File: src/rtl/ddr2_wrg_pkg.sv
package ddr2_wrg_pkg;
   typedef enum logic [1:0] {
      CMD_NOP   = 2'b00,
      CMD_ACT   = 2'b01,
      CMD_WRITE = 2'b10,
      CMD_PRE   = 2'b11
   } wrg_cmd_e;
endpackage

File: src/rtl/ddr2_wrg_lat_calc.sv
// Computes the recovery-counter load for a WRITE: write latency + data cycles + t_wr - 1.
module ddr2_wrg_lat_calc #(
   parameter int LAT_W    = 3,
   parameter int T_W      = 4,
   parameter int CNT_W    = 6,
   parameter bit ALLOW_BL8 = 1'b1
) (
   input  logic [LAT_W-1:0] cas_lat,
   input  logic [LAT_W-1:0] add_lat,
   input  logic             bl8,
   input  logic [T_W-1:0]   t_wr,
   output logic [CNT_W-1:0] load_val
);
   logic [CNT_W-1:0] data_cyc;
   logic [CNT_W-1:0] wl;

   generate
      if (ALLOW_BL8) begin : g_bl_sel
         assign data_cyc = bl8 ? CNT_W'(4) : CNT_W'(2);
      end else begin : g_bl4_only
         logic unused_bl8;
         assign unused_bl8 = bl8;
         assign data_cyc   = CNT_W'(2);
      end
   endgenerate

   // write latency = additive + CAS - 1
   assign wl       = CNT_W'(add_lat) + CNT_W'(cas_lat) - CNT_W'(1);
   assign load_val = wl + data_cyc + CNT_W'(t_wr) - CNT_W'(1);
endmodule

File: src/rtl/ddr2_wrg_bank.sv
// Per-bank recovery and precharge-period tracking.
module ddr2_wrg_bank #(
   parameter int T_W   = 4,
   parameter int CNT_W = 6
) (
   input  logic             clk,
   input  logic             rst_n,
   input  logic             wr_hit,
   input  logic             wr_auto,
   input  logic             pre_hit,
   input  logic [CNT_W-1:0] load_val,
   input  logic [T_W-1:0]   t_rp,
   output logic             pre_ok,
   output logic             act_ok
);
   logic [CNT_W-1:0] rec_q;
   logic [T_W-1:0]   rp_q;
   logic             auto_q;
   logic             auto_close;
   logic [T_W-1:0]   rp_load;

   assign auto_close = auto_q && (rec_q == '0);
   assign rp_load    = (t_rp == '0) ? '0 : t_rp - T_W'(1);

   always_ff @(posedge clk) begin
      if (!rst_n) begin
         rec_q  <= '0;
         auto_q <= 1'b0;
      end else if (wr_hit) begin
         rec_q  <= load_val;          // a rewrite restarts recovery
         auto_q <= wr_auto;
      end else begin
         if (rec_q != '0) rec_q <= rec_q - CNT_W'(1);
         if (auto_close)  auto_q <= 1'b0;
      end
   end

   always_ff @(posedge clk) begin
      if (!rst_n)
         rp_q <= '0;
      else if (pre_hit || auto_close)
         rp_q <= rp_load;
      else if (rp_q != '0)
         rp_q <= rp_q - T_W'(1);
   end

   assign pre_ok = (rec_q == '0) && !auto_q;
   assign act_ok = (rp_q == '0) && !auto_q;

   a_r1_write_blocks_pre: assert property (@(posedge clk) disable iff (!rst_n)
      wr_hit && (load_val != '0) |=> !pre_ok);
   a_r6_rec_counts_down: assert property (@(posedge clk) disable iff (!rst_n)
      (rec_q != '0) && !wr_hit |=> rec_q == $past(rec_q) - CNT_W'(1));
   a_r4_pre_blocks_act: assert property (@(posedge clk) disable iff (!rst_n)
      pre_hit && (t_rp > T_W'(1)) |=> !act_ok);
   a_r5_auto_blocks_act: assert property (@(posedge clk) disable iff (!rst_n)
      wr_hit && wr_auto |=> !act_ok && !pre_ok);
endmodule

File: src/rtl/ddr2_wr_recovery_gate.sv
module ddr2_wr_recovery_gate
   import ddr2_wrg_pkg::*;
#(
   parameter int NUM_BANKS = 8,
   parameter int LAT_W     = 3,
   parameter int T_W       = 4,
   parameter bit ALLOW_BL8 = 1'b1,
   localparam int BANK_W   = (NUM_BANKS > 1) ? $clog2(NUM_BANKS) : 1
) (
   input  logic                 clk,
   input  logic                 rst_n,
   input  logic [1:0]           cmd,
   input  logic [BANK_W-1:0]    bank,
   input  logic                 a10,
   input  logic [LAT_W-1:0]     cas_lat,
   input  logic [LAT_W-1:0]     add_lat,
   input  logic                 bl8,
   input  logic [T_W-1:0]       t_wr,
   input  logic [T_W-1:0]       t_rp,
   output logic [NUM_BANKS-1:0] pre_ok,
   output logic                 pre_all_ok,
   output logic [NUM_BANKS-1:0] act_ok,
   output logic                 violation
);
   localparam int SUM_W = ((LAT_W + 1) > T_W) ? (LAT_W + 1) : T_W;
   localparam int CNT_W = SUM_W + 2;

   generate
      if (NUM_BANKS < 2 || NUM_BANKS > 16) begin : g_bad_banks
         $error("NUM_BANKS must be between 2 and 16");
      end
      if (LAT_W < 2 || T_W < 2) begin : g_bad_widths
         $error("LAT_W and T_W must be at least 2");
      end
   endgenerate

   wrg_cmd_e         cmd_e;
   logic [CNT_W-1:0] load_val;
   logic             is_wr, is_pre, is_act, pre_all;
   logic             bad_cmd;
   logic             viol_q;

   assign cmd_e   = wrg_cmd_e'(cmd);
   assign is_wr   = (cmd_e == CMD_WRITE);
   assign is_pre  = (cmd_e == CMD_PRE);
   assign is_act  = (cmd_e == CMD_ACT);
   assign pre_all = is_pre && a10;

   ddr2_wrg_lat_calc #(
      .LAT_W(LAT_W), .T_W(T_W), .CNT_W(CNT_W), .ALLOW_BL8(ALLOW_BL8)
   ) u_lat (
      .cas_lat(cas_lat), .add_lat(add_lat), .bl8(bl8), .t_wr(t_wr),
      .load_val(load_val)
   );

   for (genvar b = 0; b < NUM_BANKS; b++) begin : g_bank
      logic sel;
      assign sel = (32'(bank) == b);
      ddr2_wrg_bank #(.T_W(T_W), .CNT_W(CNT_W)) u_bank (
         .clk(clk), .rst_n(rst_n),
         .wr_hit(is_wr && sel), .wr_auto(a10),
         .pre_hit(pre_all || (is_pre && sel)),
         .load_val(load_val), .t_rp(t_rp),
         .pre_ok(pre_ok[b]), .act_ok(act_ok[b])
      );
   end

   assign pre_all_ok = &pre_ok;

   assign bad_cmd = (pre_all && !pre_all_ok)
                 || (is_pre && !a10 && !pre_ok[bank])
                 || (is_act && !act_ok[bank]);

   always_ff @(posedge clk) begin
      if (!rst_n)      viol_q <= 1'b0;
      else if (bad_cmd) viol_q <= 1'b1;
   end
   assign violation = viol_q;

   a_r7_sticky: assert property (@(posedge clk) disable iff (!rst_n)
      violation |=> violation);
   a_r7_early_act: assert property (@(posedge clk) disable iff (!rst_n)
      is_act && !act_ok[bank] |=> violation);
   a_r7_early_pre: assert property (@(posedge clk) disable iff (!rst_n)
      is_pre && !a10 && !pre_ok[bank] |=> violation);
   a_r2_other_bank_pre: assert property (@(posedge clk) disable iff (!rst_n)
      is_wr && pre_all_ok |=> $countones(pre_ok) >= NUM_BANKS - 1);
endmodule

File: config.mk
export PLATFORM = sky130hd
export DESIGN_NAME = ddr2_wr_recovery_gate
export DESIGN_NICKNAME = d
export VERILOG_FILES = /design/src/rtl/ddr2_wrg_pkg.sv /design/src/rtl/ddr2_wrg_lat_calc.sv /design/src/rtl/ddr2_wrg_bank.sv /design/src/rtl/ddr2_wr_recovery_gate.sv
export SDC_FILE = /design/constraint.sdc
export NUM_CORES = 1
export LEC_CHECK = 0
export BUFFER_PORTS_ARGS = -buffer_cell sky130_fd_sc_hd__clkbuf_2
export CAP_MARGIN = 20
export CORE_UTILIZATION = 61
export CTS_CLUSTER_SIZE = 25
export DETAILED_ROUTE_END_ITERATION = 10
export GPL_TIMING_DRIVEN = 0
export PLACE_DENSITY = 0.8
export SLEW_MARGIN = 40
export SYNTH_ARGS = -nofsm -noshare
export SYNTH_HDL_FRONTEND = slang
export SYNTH_SLANG_ARGS = --single-unit
File: constraint.sdc
create_clock -name clk -period 4.5 [get_ports clk]
set_input_delay 0.45 -clock clk [delete_from_list [all_inputs] [get_ports clk]]
set_output_delay 0.45 -clock clk [all_outputs]
set_load 0.05 [all_outputs]
======== After elaboration in Yosys (flattened, before gate mapping) ========
Cells that the tools add are included.
word-level totals
  flip-flop bits (word level) ............. 89
  output and inout bits ................... 18
cells by class
  $add $sub $neg .......................... 22
  order comparisons ....................... 1
  equal/unequal tests ..................... 10
  multiplexer cells ....................... 54
  reductions and logical operators ........ 134
operators by type and width
  kind                 number
  $mux 6               16
  $mux 4               17
  $sub 6x1->6 const B  10
  $logic_not 6->1      8
  $reduce_bool 2->1    24
  $reduce_bool 6->1    8
  $logic_and 1x1->1    45
  $logic_not 4->1      9
  $sub 4x1->4 const B  9
  $reduce_bool 4->1    8
  $logic_or 1x1->1     18
  $mux 1               18
  $eq 3x3->1 const B   4
  $logic_not 1->1      12
  $reduce_and 8->1     1
  $add 6x4->6          1
  $add 6x6->6          1
  $bmux 1 s3           2
  $eq 3x2->1 const B   2
  $add 3x3->4          1
  $eq 2x2->1 const B   2
  $lt 3x4->1 const B   1
  $eq 3x1->1 const B   1
  $logic_not 3->1      1
  other kinds (2)      2

======== Longest topological paths before layout ========
  depth after elaboration ................. 8
  depth in mapped cells ................... 13
  mapped depth without buffers ............ 13

======== By module ========
A second synthesis with hierarchy kept.
unflattened totals
  cells, all modules ...................... 765
  area total of the unflattened synthesis .. 6496.2 µm²
modules (own cells, without submodules)
  module                 instances  cells an instance  area each (µm²)  sequential area each (µm²)
  ddr2_wrg_bank          8          82                 711.9            220.2
  ddr2_wrg_lat_calc      1          52                 410.4            0.0
  ddr2_wr_recovery_gate  1          57                 390.4            20.0

======== Least setup slack after synthesis ========
OpenSTA, ideal clock, no wires.
  kind .................................... input-to-reg
  start point ............................. input port cas_lat[0]
  end point ............................... register g_bank[0].u_bank.rec_q[4]
  library setup time ...................... 0.115 ns
  arrival ................................. 3.171 ns
  required time ........................... 4.385 ns
  setup slack ............................. 1.214 ns
  stages on the path ...................... 13
  path through ............................ ha_1 > inv_1 > fa_1 > xor2_1 > ha_1 > fa_1 > inv_1 > ha_1 > inv_1 > fa_1 > xor2_1 > o22ai_1 > and2_1
between the ends
  word-level cells in the longest chain between the ends .. 6
ends and longest elaborated chain
  item                  line                         text
  start, declared       ddr2_wr_recovery_gate.sv:15  input logic [LAT_W-1:0] cas_lat,
  $add 3x3->4           ddr2_wrg_lat_calc.sv:28      assign wl = CNT_W'(add_lat) + CNT_W'(cas_lat) - CNT_W'(1);
  $sub 6x1->6           ddr2_wrg_lat_calc.sv:28
  $add 6x6->6           ddr2_wrg_lat_calc.sv:29      assign load_val = wl + data_cyc + CNT_W'(t_wr) - CNT_W'(1);
  $add 6x4->6           ddr2_wrg_lat_calc.sv:29
  $sub 6x1->6           ddr2_wrg_lat_calc.sv:29
  $mux 6                ddr2_wrg_bank.sv:29          end else if (wr_hit) begin
  end signal, assigned  ddr2_wrg_bank.sv:30          rec_q <= load_val;
  end signal, assigned  ddr2_wrg_bank.sv:33          if (rec_q != '0) rec_q <= rec_q - CNT_W'(1);
  end, declared         ddr2_wrg_bank.sv:16          logic [CNT_W-1:0] rec_q;
No other way between the ends.
A chain may end at the register's enable or synchronous reset.

======== Worst setup path in the final report ========
  start point ............................. input port cas_lat[0]
  end point ............................... register g_bank[2].u_bank.rec_q[4]
between the ends
  word-level cells in the longest chain between the ends .. 6
ends and longest elaborated chain
  item                  line
  $add 3x3->4           ddr2_wrg_lat_calc.sv:28
  $sub 6x1->6           ddr2_wrg_lat_calc.sv:28
  $add 6x6->6           ddr2_wrg_lat_calc.sv:29
  $add 6x4->6           ddr2_wrg_lat_calc.sv:29
  $sub 6x1->6           ddr2_wrg_lat_calc.sv:29
  $mux 6                ddr2_wrg_bank.sv:29
  end signal, assigned  ddr2_wrg_bank.sv:30
  end signal, assigned  ddr2_wrg_bank.sv:33
  end, declared         ddr2_wrg_bank.sv:16
No other way between the ends.

==> results_dict.tcl <==
set metrics [dict create \
    htreeDepth 3 \
    tightest_slew_ns 0.848 \
    synth_edf_count 0 \
    post-place-ws_ns 0.631 \
    outcome "finished clean" \
    start_kind "input port" \
    crit_arrival_ns 3.72 \
    maxCapViolations 0 \
    antennaDiodeCount 0 \
    stdcell_area_um2 6590 \
    rows 35 \
    synth-seq-area-share_pct 30.0 \
    fin_util_pct 70.6 \
    r2r_end "violation" \
    yosysMostFrequentCell "dfxtp_1" \
    ys_ff_latch 89 \
    p_per_area_nw_per_um2 864 \
    tritoncts "done" \
    core_um2 9330 \
    peakVddDrop_mv 0.537 \
    period_share_pct 76.8 \
    synth_largest_area_cell "dfxtp_1" \
    cp-end-kind "flop" \
    rsz0062_at_grt "false" \
    fin_ws_ns 1.04 \
    dp_hpwl_um 10600 \
    setup_tns_ns 0 \
    avgSynthCellArea_um2 8.16 \
    finalCriticalPeriod_ns 3.46 \
    grt_start_max_net_pins 15 \
    track_usage_pct 29.5 \
    wirelength_um 14600 \
    syn_nets 799 \
    synthCells 729 \
    final-hold-violation-count 0 \
    die-width_um 101 \
    ctsResizeCount 0 \
    cp_slowest_cell "xor2_2" \
    slowest_delay_ns 0.57 \
    portBuffers 37 \
    max_slew_margin_pct 43.1 \
    critPathKind "in2reg" \
    async_reset_ff_share_pct 0 \
    antenna_found_initial 0 \
    p_leak_nw 3.02 \
    setup_viol 0 \
    cts_buffers 9 \
    grt_pass1_wl_um 23200 \
    crit_required_ns 4.76 \
    ys_warn_count 0 \
    grt_overflow 0 \
    drive_gt1_share_pct 12.0 \
    netlist_area_um2 5950 \
    syn2layout_area_growth_pct 10.7 \
    drtIter0Drc 343 \
    wl_per_cell_um 16.1 \
    synth_common_cells "dfxtp_1 (89), nand2_1 (75), nor2_1 (60)" \
    crit_fanout 8 \
    die_area_um2 10100 \
    synth.top_cell.area_share_pct 30.0 \
    cts-root-buf "clkbuf_8" \
    place_congestion 0.924 \
    holdWs_ns 0.478 \
    fp.dieH_um 101 \
    synth.top_cells.by_area "dfxtp_1 (30%), ha_1 (9.0%), and2_1 (5.3%), xnor2_1 (5.0%), nand2_1 (4.7%)" \
    clockBufferDepth 2 \
    drv_slew 0 \
    via_count 5272 \
    postCtsHoldBufs 0 \
    crit_chain "clkbuf_2, ha_1, inv_1, fa_1, xor2_1, ha_1, fa_1, inv_1, ha_1, inv_1, fa_1, xor2_2, o22ai_1, and2_1" \
    clk_latency_ns 0.36 \
    cts.clk_slew.worst_paths_ns 0.09 \
    first_pass_iters 7 \
    final_nets 847 \
    ys_types 51 \
    reg2reg_slack_ns 2.32 \
    hp-class "reg2reg" \
    ios 41 \
    startpoint "cas_lat[0]" \
    cts_setup_buffers 0 \
    skew_ns 0.0151 \
    r2r_start "g_bank[3].u_bank.rp_q[0]" \
    fmaxAchievable_mhz 289 \
    ant_nets 0 \
    clkSinkCount 89 \
    avgViaCountPerCell 5.79 \
    start_util_pct 63.8 \
    cp-endpoint "g_bank[2].u_bank.rec_q[4]" \
    r2r_cells 8 \
    ys.flop_type "dfxtp_1" \
    grt_pass1_vias 4872 \
    place_area_um2 6310 \
    drc_errors 0 \
]
-- critical path: cells and delay by family --
| family | cells | cell delay [ns] |
|---|---|---|
| simple gates | 1 | 0.19 |
| fa+ha+maj | 6 | 1.89 |
| xor+xnor | 2 | 0.73 |
| compound gates | 1 | 0.20 |
| buf+inv | 4 | 0.28 |
-- power breakdown --
| group | switching, mW | internal (mW) |
|---|---|---|
| Sequential | 0.280 | 1.12 |
| Combinational | 2.07 | 1.52 |
| Clock | 0.294 | 0.415 |
-- layout make-up --
cell class / count / area (um2)
fillers: 764 / 2740
flip-flops and latches: 89 / 1780
clock buffers: 12 / 165
repair buffers: 37 / 185
multi-input cells: 542 / 3760
well taps: 129 / 161
plain buffers: 39 / 210
inverters: 59 / 221
clock inverters: 4 / 97.6
-- routing by layer --
metal,up-vias,share of wire (%),global-route usage [%]
met5,-,0,0
met4,0,3.2,12.6
met3,44,6.1,3.81
met2,203,47,50.9
met1,2474,43,37.0
li1,2551,-,-
-- registers in the layout (all words and copies together), names as in the netlist --
signal / flops
g_bank.u_bank.auto_q: 8
g_bank.u_bank.rec_q: 48
violation: 1
g_bank.u_bank.rp_q: 32
-- cells in the final DEF (no fill, tap or decap), types with 22 or more instances in the layout --
master,n
xor2_1,22
clkbuf_2,37
nor2_1,60
ha_1,43
dfxtp_1,89
inv_1,59
nor3_1,25
o22ai_1,36
xnor2_1,34
nand2_1,75
and2_1,50
-- worst min path at each step --
stage               cells past startpoint  slack [ns]                    start                       to
floorplan                               2        0.45  g_bank[1].u_bank.auto_q  g_bank[1].u_bank.auto_q
global placement                        2        0.45  g_bank[1].u_bank.auto_q  g_bank[1].u_bank.auto_q
detailed placement                      2        0.47  g_bank[1].u_bank.auto_q  g_bank[1].u_bank.auto_q
CTS                                     2        0.48  g_bank[1].u_bank.auto_q  g_bank[1].u_bank.auto_q
global route                            2        0.52  g_bank[1].u_bank.auto_q  g_bank[1].u_bank.auto_q
finish                                  2        0.48  g_bank[1].u_bank.auto_q  g_bank[1].u_bank.auto_q
-- per-stage QoR --
step,total power [mW],cells
floorplan,4.25,729
global placement,4.78,895
detailed placement,4.93,895
CTS,5.67,911
global route,6.09,911
finish,5.69,911
-- cells by family after synthesis --
| group | share of synthesized area, % |
|---|---|
| buffers and inverters | 7.26 |
| XOR/XNOR | 8.54 |
| multiplexers | 2.06 |
| AO/OA/AOI/OAI | 15.3 |
| adder cells (fa/ha/maj) | 10.4 |
| AND/OR/NAND/NOR | 26.5 |
| flip-flops | 30.0 |
Power figures use the tool's default switching activity.
